==> src/rtl/rxdma_pkg.sv <==
// Shared types for the receive DMA ready generator.
// Assumes: none beyond the two-bit FIFO control decode.
package rxdma_pkg;

    typedef enum logic {
        DMA_SINGLE = 1'b0,
        DMA_BURST  = 1'b1
    } dma_style_e;

    // Burst style only when FIFO operation is on and the burst bit is set.
    function automatic dma_style_e pick_style(input logic fifo_on, input logic burst_bit);
        return (fifo_on && burst_bit) ? DMA_BURST : DMA_SINGLE;
    endfunction

endpackage

==> src/rtl/rxdma_style_dec.sv <==
// Decodes the FIFO control bits into the DMA request style.
// Assumes: both control bits are stable register outputs.
module rxdma_style_dec
    import rxdma_pkg::*;
(
    input  logic       fifo_en,
    input  logic       dma_burst,
    output dma_style_e style
);

    // Purpose: select the request style.
    always_comb begin
        style = pick_style(fifo_en, dma_burst);
    end

endmodule

==> src/rtl/rxdma_timeout.sv <==
// Character time-out counter. It counts char_tick pulses while data waits
// with no push or pop, and raises a sticky flag at the programmed limit.
// Assumes: char_tick is a one-cycle pulse; a limit of 0 behaves as 1.
module rxdma_timeout #(
    parameter int CNT_W = 7,
    parameter int TO_W  = 4
) (
    input  logic             clk,
    input  logic             rst_n,
    input  logic [CNT_W-1:0] fill,
    input  logic             rx_push,
    input  logic             rx_pop,
    input  logic             char_tick,
    input  logic [TO_W-1:0]  to_limit,
    output logic             to_flag
);

    localparam int EXT_W = TO_W + 1;

    logic [TO_W-1:0]  tick_cnt;
    logic [EXT_W-1:0] cnt_next;
    logic [EXT_W-1:0] lim_eff;
    logic             restart;

    // Purpose: restart conditions, next count and effective limit.
    always_comb begin
        restart  = rx_push || rx_pop || (fill == '0);
        cnt_next = {1'b0, tick_cnt} + 1'b1;
        lim_eff  = (to_limit == '0) ? EXT_W'(1) : {1'b0, to_limit};
    end

    // Purpose: advance the count and set the sticky flag.
    always_ff @(posedge clk) begin
        if (!rst_n) begin
            tick_cnt <= '0;
            to_flag  <= 1'b0;
        end else if (restart) begin
            tick_cnt <= '0;
            to_flag  <= 1'b0;
        end else if (char_tick && !to_flag) begin
            tick_cnt <= cnt_next[TO_W-1:0];
            if (cnt_next >= lim_eff) begin
                to_flag <= 1'b1;
            end
        end
    end

    // a push or pop always clears the flag at the next edge
    a_r8_restart_clears: assert property (@(posedge clk) disable iff (!rst_n)
        (rx_push || rx_pop) |=> !to_flag);

    // an empty queue clears the flag at the next edge
    a_r9_empty_clears: assert property (@(posedge clk) disable iff (!rst_n)
        (fill == '0) |=> !to_flag);

    // reset leaves no pending time-out
    a_r6_reset_flag: assert property (@(posedge clk)
        !rst_n |=> !to_flag);

    // the flag can only rise on a tick with data and no strobe
    a_r7_rise_on_tick: assert property (@(posedge clk) disable iff (!rst_n)
        (!to_flag && !(char_tick && !restart)) |=> !to_flag);

endmodule

==> src/rtl/rxdma_req_gen.sv <==
// Request generator. It drives rxrdy_n in single-transfer or burst style
// and holds the burst request until the queue is empty.
// Assumes: to_flag comes from a registered time-out counter.
module rxdma_req_gen
    import rxdma_pkg::*;
#(
    parameter int CNT_W = 7
) (
    input  logic             clk,
    input  logic             rst_n,
    input  dma_style_e       style,
    input  logic [CNT_W-1:0] fill,
    input  logic [CNT_W-1:0] trig_lvl,
    input  logic             to_flag,
    output logic             rxrdy_n
);

    logic has_data;
    logic burst_hit;
    logic held;
    logic armed;

    // Purpose: data and trigger conditions.
    always_comb begin
        has_data  = (fill != '0);
        burst_hit = held || (fill >= trig_lvl) || to_flag;
    end

    // Purpose: active-low request for the selected style.
    always_comb begin
        if (!rst_n || !has_data) begin
            rxrdy_n = 1'b1;
        end else if (style == DMA_SINGLE) begin
            rxrdy_n = 1'b0;
        end else begin
            rxrdy_n = !burst_hit;
        end
    end

    // Purpose: hold a burst request until the queue drains.
    always_ff @(posedge clk) begin
        if (!rst_n) begin
            held <= 1'b0;
        end else begin
            held <= (style == DMA_BURST) && has_data && burst_hit;
        end
    end

    // Purpose: mark cycles with a reset-free history.
    always_ff @(posedge clk) begin
        if (!rst_n) begin
            armed <= 1'b0;
        end else begin
            armed <= 1'b1;
        end
    end

    // a burst request persists while data remains
    a_r5_hold_until_empty: assert property (@(posedge clk) disable iff (!rst_n)
        (armed && style == DMA_BURST && $past(style == DMA_BURST)
         && $past(!rxrdy_n) && fill != '0) |-> !rxrdy_n);

    // an empty queue never requests
    a_r5_empty_idle: assert property (@(posedge clk)
        (fill == '0) |-> rxrdy_n);

    // single style never leaves a held request
    a_r10_single_drops: assert property (@(posedge clk) disable iff (!rst_n)
        (style == DMA_SINGLE) |=> !held);

    // reset keeps the request inactive
    a_r6_reset_idle: assert property (@(posedge clk)
        !rst_n |-> rxrdy_n);

endmodule

==> src/rtl/rx_dma_ready.sv <==
// Top of the receive DMA ready generator. It wires the style decode, the
// time-out counter and the request generator.
// Assumes: fill, push and pop come from the receive queue in the same clock.
module rx_dma_ready
    import rxdma_pkg::*;
#(
    parameter int DEPTH = 64,
    parameter int TO_W  = 4,
    parameter int CNT_W = $clog2(DEPTH + 1)
) (
    input  logic             clk,
    input  logic             rst_n,
    input  logic             fifo_en,
    input  logic             dma_burst,
    input  logic [CNT_W-1:0] trig_lvl,
    input  logic [CNT_W-1:0] fill,
    input  logic             rx_push,
    input  logic             rx_pop,
    input  logic             char_tick,
    input  logic [TO_W-1:0]  to_limit,
    output logic             rxrdy_n,
    output logic             timeout
);

    dma_style_e style;
    logic       to_flag;

    rxdma_style_dec u_dec (
        .fifo_en   (fifo_en),
        .dma_burst (dma_burst),
        .style     (style)
    );

    rxdma_timeout #(.CNT_W(CNT_W), .TO_W(TO_W)) u_to (
        .clk       (clk),
        .rst_n     (rst_n),
        .fill      (fill),
        .rx_push   (rx_push),
        .rx_pop    (rx_pop),
        .char_tick (char_tick),
        .to_limit  (to_limit),
        .to_flag   (to_flag)
    );

    rxdma_req_gen #(.CNT_W(CNT_W)) u_req (
        .clk      (clk),
        .rst_n    (rst_n),
        .style    (style),
        .fill     (fill),
        .trig_lvl (trig_lvl),
        .to_flag  (to_flag),
        .rxrdy_n  (rxrdy_n)
    );

    // Purpose: expose the pending time-out.
    always_comb begin
        timeout = to_flag;
    end

    // without FIFO operation the style is always single-transfer
    a_r1_nonfifo_single: assert property (@(posedge clk)
        !fifo_en |-> (style == DMA_SINGLE));

endmodule

==> config.mk <==
export PLATFORM = sky130hd
export DESIGN_NAME = rx_dma_ready
export DESIGN_NICKNAME = d
export VERILOG_FILES = /design/src/rtl/rxdma_pkg.sv /design/src/rtl/rxdma_style_dec.sv /design/src/rtl/rxdma_timeout.sv /design/src/rtl/rxdma_req_gen.sv /design/src/rtl/rx_dma_ready.sv
export SDC_FILE = /design/constraint.sdc
export NUM_CORES = 1
export LEC_CHECK = 0
export CORE_MARGIN = 2
export CORE_UTILIZATION = 40
export CTS_CLUSTER_DIAMETER = 100
export DETAILED_ROUTE_END_ITERATION = 8
export PLACE_DENSITY = 0.77
export SLEW_MARGIN = 40
export SYNTH_ARGS = -nofsm -noshare
export SYNTH_HDL_FRONTEND = slang
export SYNTH_SLANG_ARGS = --single-unit
==> constraint.sdc <==
create_clock -name clk -period 3.76 [get_ports clk]
set_input_delay 0.94 -clock clk [delete_from_list [all_inputs] [get_ports clk]]
set_output_delay 0.94 -clock clk [all_outputs]
set_load 0.01 [all_outputs]
==> reports/metrics.cfg, run 1 <==
[cts]
insertion_delay_ns = 0.24
cts_buffers = 3
root_buffer = clkbuf_4
ctsHoldBuffers = 0
cts_buffer_depth = 2
cts_tree = built
h-tree-depth = 1
numClockSinks = 6
cts.clk_slew.worst_paths_ns = 0.04

[synth]
synth_area_per_cell_um2 = 8.89
synth_compound_area_share_pct = 19.8
ys_ff_latch = 6
seq_area_frac_synth_pct = 20.5
synth_warnings = 0
synth-simple-area-share_pct = 18.6
synth.area.top_cells = ha_1 (26%), dfxtp_1 (20%), inv_1 (6.4%)
synth_top_family_by_area = adder cells
synth_top_area_share_pct = 25.6
synth_area_um2 = 587
synth_fp_nets = 103
synthAdderAreaFrac_pct = 25.6
muxShareOfSynthArea_pct = 1.71
synth_xor_area_share_pct = 7.46
ys_types = 25
syn_inst = 66
synth_top_area_cell = ha_1

[routing]
drc = 0
postRouteAntennaNets = 0
dr_total_vias = 587
drtIter0Drc = 5
via_per_inst = 5.10
firstDrtPassIters = 2
drt-total-wl_mm = 1.47
wl_per_cell_um = 12.7

[worst_setup_path]
criticalPathCategory = in -> out
crit_arrival_ns = 2.63
critPathMaxFanout = 2
cp_slowest_cell = clkdlybuf4s50_1
worstSetupEndpointType = output port
path_cells = clkdlybuf4s50_1, inv_1, ha_1, a2111oi_4, o21ai_2, a21oi_2, a31o_1, clkbuf_2
critPathRequiredTime_ns = 2.82
slowest_delay_ns = 0.46
cp-start-kind = input pin

[timing]
relSlewSlack_pct = 73.0
final_max_slew_viol_count = 0
rsz0062_at_grt = no
tightest_slew_ns = 0.401
fin_setup_tns_ns = 0
timing.hold.ws_ns = 0.535
fin_crit_sh_pct = 94.9
min_period_ns = 3.57
fmax_mhz = 280
fin_skew_ns = 0.00555
setup_violations = 0
hold_viol = 0

[cells_and_area]
drive_gt1_share_pct = 21.0
fin_area_um2 = 947
area_delta_synth_final_pct = 61.4
diodes = 0
most-common-layout-cells = clkdlybuf4s50_1 (25), ha_1 (12), inv_1 (10), dfxtp_1 (6)
fin_cells = 115
final_nets = 139
final_common_cell = clkdlybuf4s50_1

[min_path]
hold_path.class = reg -> reg

[power]
swShare_pct = 26.1
power_frac_comb_pct = 36.9
pwr-share-seq_pct = 33.1
max-vdd-ir-drop_mv = 0.158
power_leakage_nw = 0.435
power_switching_mw = 0.0517
power.density_nw_per_um2 = 209
internal_power_mw = 0.146
clkPwrFrac_pct = 30.0

[floorplan]
die_w_um = 42.3
ios = 27
core_um2 = 1330
die_area_um2 = 1790
die-height_um = 42.3
start_util_pct = 44.0
rows = 13

[global_route]
grt_pass1_vias = 638
grt_util_all_layers_pct = 18.3
grt_max_degree = 6
gr-total-overflow = 0
grt_antenna_before_repair = 0
grt_first_pass_wirelength_mm = 2.53

[placed_design]
place_area_um2 = 896
routabilityCongestion = 0.761
dp_cells = 111
post-dp-hpwl_mm = 1.16
portBuffers = 26

[status]
status = complete, no violations

[run]
maxCapViolCount = 0

## kinds of logic after synthesis
logic type / count (synthesis)
AOI/OAI and AO/OA: 13
DFF: 6
and+or+nand+nor: 19
xor gates and xnor gates: 5
adders and majority gates: 12
muxes: 1
buffers and inverters: 10
## power by group through the flow
stage / combinational, mW / sequential, mW / clock, mW
6_report: 0.0730 / 0.0655 / 0.0593
5_1_grt: 0.0805 / 0.0657 / 0.0635
4_1_cts: 0.0681 / 0.0654 / 0.0610
3_5_place_dp: 0.0645 / 0.0665 / 0
3_3_place_gp: 0.0623 / 0.0665 / 0
2_1_floorplan: 0.0252 / 0.0664 / 0
## area by class of cell
class                   count  area, um2
multi-input cells          50        455
fillers                   119        387
repair buffers             31        293
flip-flops and latches      6        120
inverters                  10       37.5
clock buffers               3       22.5
well taps                  15       18.8
## critical path: cells and delay by family
kind	cells	cell delay, ns
fa+ha+maj	1	0.33
buf+inv	3	0.62
compound gates	4	0.73
## final timing paths
| path | start | to | slack (ns) | cells after the start |
|---|---|---|---|---|
| worst min-delay path | u_to.tick_cnt[1] | u_to.tick_cnt[1] | 0.54 | 2 |
| worst max register to register | u_to.tick_cnt[0] | u_to.to_flag | 2.21 | 5 |
| worst min register to register | u_to.tick_cnt[1] | u_to.tick_cnt[1] | 0.54 | 2 |
| worst max-delay path | trig_lvl[6] | rxrdy_n | 0.19 | 8 |
## per-layer routing
metal  share of wire (%)  track usage [%]
met5                   0                0
met4                   0             5.63
met3                 1.7             2.59
met2                  58             33.8
met1                  40             21.4
## sequential cells by signal, indices dropped and copies added, names as in the netlist
name           cells
u_to.tick_cnt      4
u_req.held         1
u_to.to_flag       1
## per-stage QoR
step / util (%) / setup slack [ns] / power (mW)
floorplan: - / 0.747 / 0.0916
global placement: 67.2 / -0.256 / 0.129
global route: 71.0 / 0.0881 / 0.210
finish: 71.0 / 0.193 / 0.198
detailed placement: 67.2 / -0.307 / 0.131
CTS: 69.8 / 0.00135 / 0.195
## cell usage after synthesis
cell and instances:
ha_1 12, inv_1 10, dfxtp_1 6, nand2_1 5, nor2_2 4, a21oi_1 3, xor2_1 3, nand2b_1 2
nor2_1 2, nor2b_1 2, o21ai_0 2, xnor2_1 2, a2111oi_0 1, a211o_1 1, a211oi_2 1, a311oi_1 1
a31o_1 1, a31o_2 1, mux2i_1 1, nand3_1 1, nor3_1 1, o211ai_1 1, o41ai_4 1, or3_4 1
or4_4 1
## timing repair
item,CTS,global route
pin swaps,0,1
resized for setup,3,5
buffers inserted,1,0
setup endpoints to repair,1,1
Note: power is estimated with default switching activity, not from simulation.
==> run 2: changes to the inputs <==
SLEW_MARGIN = default   (was 40)
==> results of run 2 <==
The final DEF is identical to that of run 1; final timing and power are the same.
==> run 3: changes to the inputs <==
SKIP_CTS_REPAIR_TIMING = 1   (was default)
SKIP_LAST_GASP = 1   (was default)
==> run 3 against run 2 <==
Global-route usage fell by 1.1 points. First-iteration DRC count rose by 40%. Register-to-register slack barely moved. Worst hold slack got worse by 0.0079 ns. Critical path type unchanged. Wire length fell by 8.0%. Maximum frequency fell by 1.8%.
==> reports/metrics.cfg, run 3 (same netlist as run 1, synthesis figures left out) <==
[status]
status = complete, no violations

[placed_design]
portBuffers = 26  ; unchanged
place_area_um2 = 896  ; unchanged
dp_cells = 111  ; unchanged
post-dp-hpwl_mm = 1.16  ; unchanged
pre_cts_ws_ns = -0.307  ; unchanged
routabilityCongestion = 0.761  ; unchanged

[cells_and_area]
final_common_cell = clkdlybuf4s50_1
reg_top3 = u_to.tick_cnt x4, u_req.held x1, u_to.to_flag x1
largest_reg_flops = 4  ; unchanged
most-common-layout-cells = clkdlybuf4s50_1 (25), ha_1 (12), inv_1 (10), dfxtp_1 (6)
area_delta_synth_final_pct = 59.9
diodes = 0  ; unchanged
fin_cells = 115  ; unchanged
drive_gt1_share_pct = 19.0  ; -2.0 points
top_register = u_to.tick_cnt
final_nets = 139  ; unchanged
fin_area_um2 = 938  ; -0.92%

[routing]
drt-total-wl_mm = 1.35  ; -8.0%
drtIter0Drc = 7  ; +2
dr_total_vias = 584  ; -0.51%
postRouteAntennaNets = 0  ; unchanged
firstDrtPassIters = 3  ; +1
wl_per_cell_um = 11.7  ; -8.0%
via_per_inst = 5.08  ; -0.51%
drc = 0  ; unchanged

[cts]
cts.clk_slew.worst_paths_ns = 0.04  ; about the same
h-tree-depth = 1  ; unchanged
cts_tree = built
root_buffer = clkbuf_4
insertion_delay_ns = 0.24  ; about the same
numClockSinks = 6  ; unchanged
cts_buffers = 3  ; unchanged
cts_buffer_depth = 2  ; unchanged

[global_route]
grt_first_pass_wirelength_mm = 2.39  ; -5.5%
grt_max_degree = 6  ; unchanged
grt_util_all_layers_pct = 17.2  ; -1.1 points
grt_antenna_before_repair = 0  ; unchanged
gr-total-overflow = 0  ; unchanged
grt_pass1_vias = 616  ; -3.4%

[timing]
timing.hold.ws_ns = 0.527  ; -0.00787 ns
final_max_slew_viol_count = 0  ; unchanged
min_period_ns = 3.63  ; +0.0641 ns
fin_setup_tns_ns = 0  ; unchanged
setup_ws_ns = 0.129  ; -0.0641 ns
fin_crit_sh_pct = 96.6  ; +1.7 points
fin_skew_ns = 0.00394  ; -0.00162 ns
setup_violations = 0  ; unchanged
tightest_slew_ns = 0.339  ; -0.0613 ns
relSlewSlack_pct = 77.1  ; +4.1 points
hold_viol = 0  ; unchanged
fmax_mhz = 275  ; -1.8%

[floorplan]
start_util_pct = 44.0  ; unchanged
core_um2 = 1330  ; unchanged
die_w_um = 42.3  ; unchanged
rows = 13  ; unchanged
die_area_um2 = 1790  ; unchanged
die-height_um = 42.3  ; unchanged
ios = 27  ; unchanged

[worst_setup_path]
worstSetupEndpointType = output port
cp-start-kind = input pin
critPathMaxFanout = 2  ; unchanged
crit_arrival_ns = 2.69  ; +0.06 ns
criticalPathCategory = in -> out
critPathRequiredTime_ns = 2.82  ; about the same

[power]
power.density_nw_per_um2 = 206  ; -1.3%
power_leakage_nw = 0.439  ; +0.91%
max-vdd-ir-drop_mv = 0.146  ; -7.3%

[min_path]
hold_path.class = reg -> reg

[run]
maxCapViolCount = 0  ; unchanged

## run 3: cell types whose count changed in the layout (fill, tap and decap cells not counted)
| cell | delta |
|---|---|
| a2111oi_2 | +1 |
| dlymetal6s2s_1 | +1 |
| o21ai_1 | +1 |
| clkbuf_2 | -1 |
| o21ai_2 | -1 |
| a2111oi_4 | -1 |
## run 3: stage by stage
stage / power, mW / util, %
finish: 0.193 / 70.4
global placement: 0.129 / 67.2
global route: 0.206 / 70.4
floorplan: 0.0916 / -
detailed placement: 0.131 / 67.2
CTS: 0.191 / 68.9
## run 3: critical path, stage by stage
cell and delay (ns):
clkdlybuf4s50_1 0.46, inv_1 0.04, ha_1 0.31, a2111oi_2 0.36
o21ai_1 0.14, a21oi_2 0.14, a31o_1 0.16, dlymetal6s2s_1 0.15
## run 3: area by class of cell
class                           count  area [um2]
Timing Repair Buffer               31         300
Fill cell                         121         395
Tap cell                           15        18.8
Multi-Input combinational cell     50         439
Inverter                           10        37.5
Sequential cell                     6         120
Clock buffer                        3        22.5
## run 3: final timing paths
| kind | from | end | slack [ns] | cells after the start |
|---|---|---|---|---|
| worst max-delay path | trig_lvl[6] | rxrdy_n | 0.13 | 8 |
| worst min-delay path | u_to.tick_cnt[1] | u_to.tick_cnt[1] | 0.53 | 2 |
| worst max register to register | u_to.tick_cnt[0] | u_to.to_flag | 2.22 | 6 |
| worst min register to register | u_to.tick_cnt[1] | u_to.tick_cnt[1] | 0.53 | 2 |
## run 3: power by group
| part | total [mW] | internal, mW | switching, mW |
|---|---|---|---|
| Clock | 0.0584 | 0.0361 | 0.0223 |
| Sequential | 0.0655 | 0.0647 | 0.000828 |
| Combinational | 0.0695 | 0.0443 | 0.0252 |
| Total | 0.193 | 0.145 | 0.0484 |
## run 3: per-layer routing
metal  track usage [%]  up-vias  part of all wire [%]
met5                 0        -                     0
met4              5.63        0                     0
met3              2.59        0                   2.1
met2              30.2        9                    55
met1              21.2      272                    42
li1                  -      303                     -
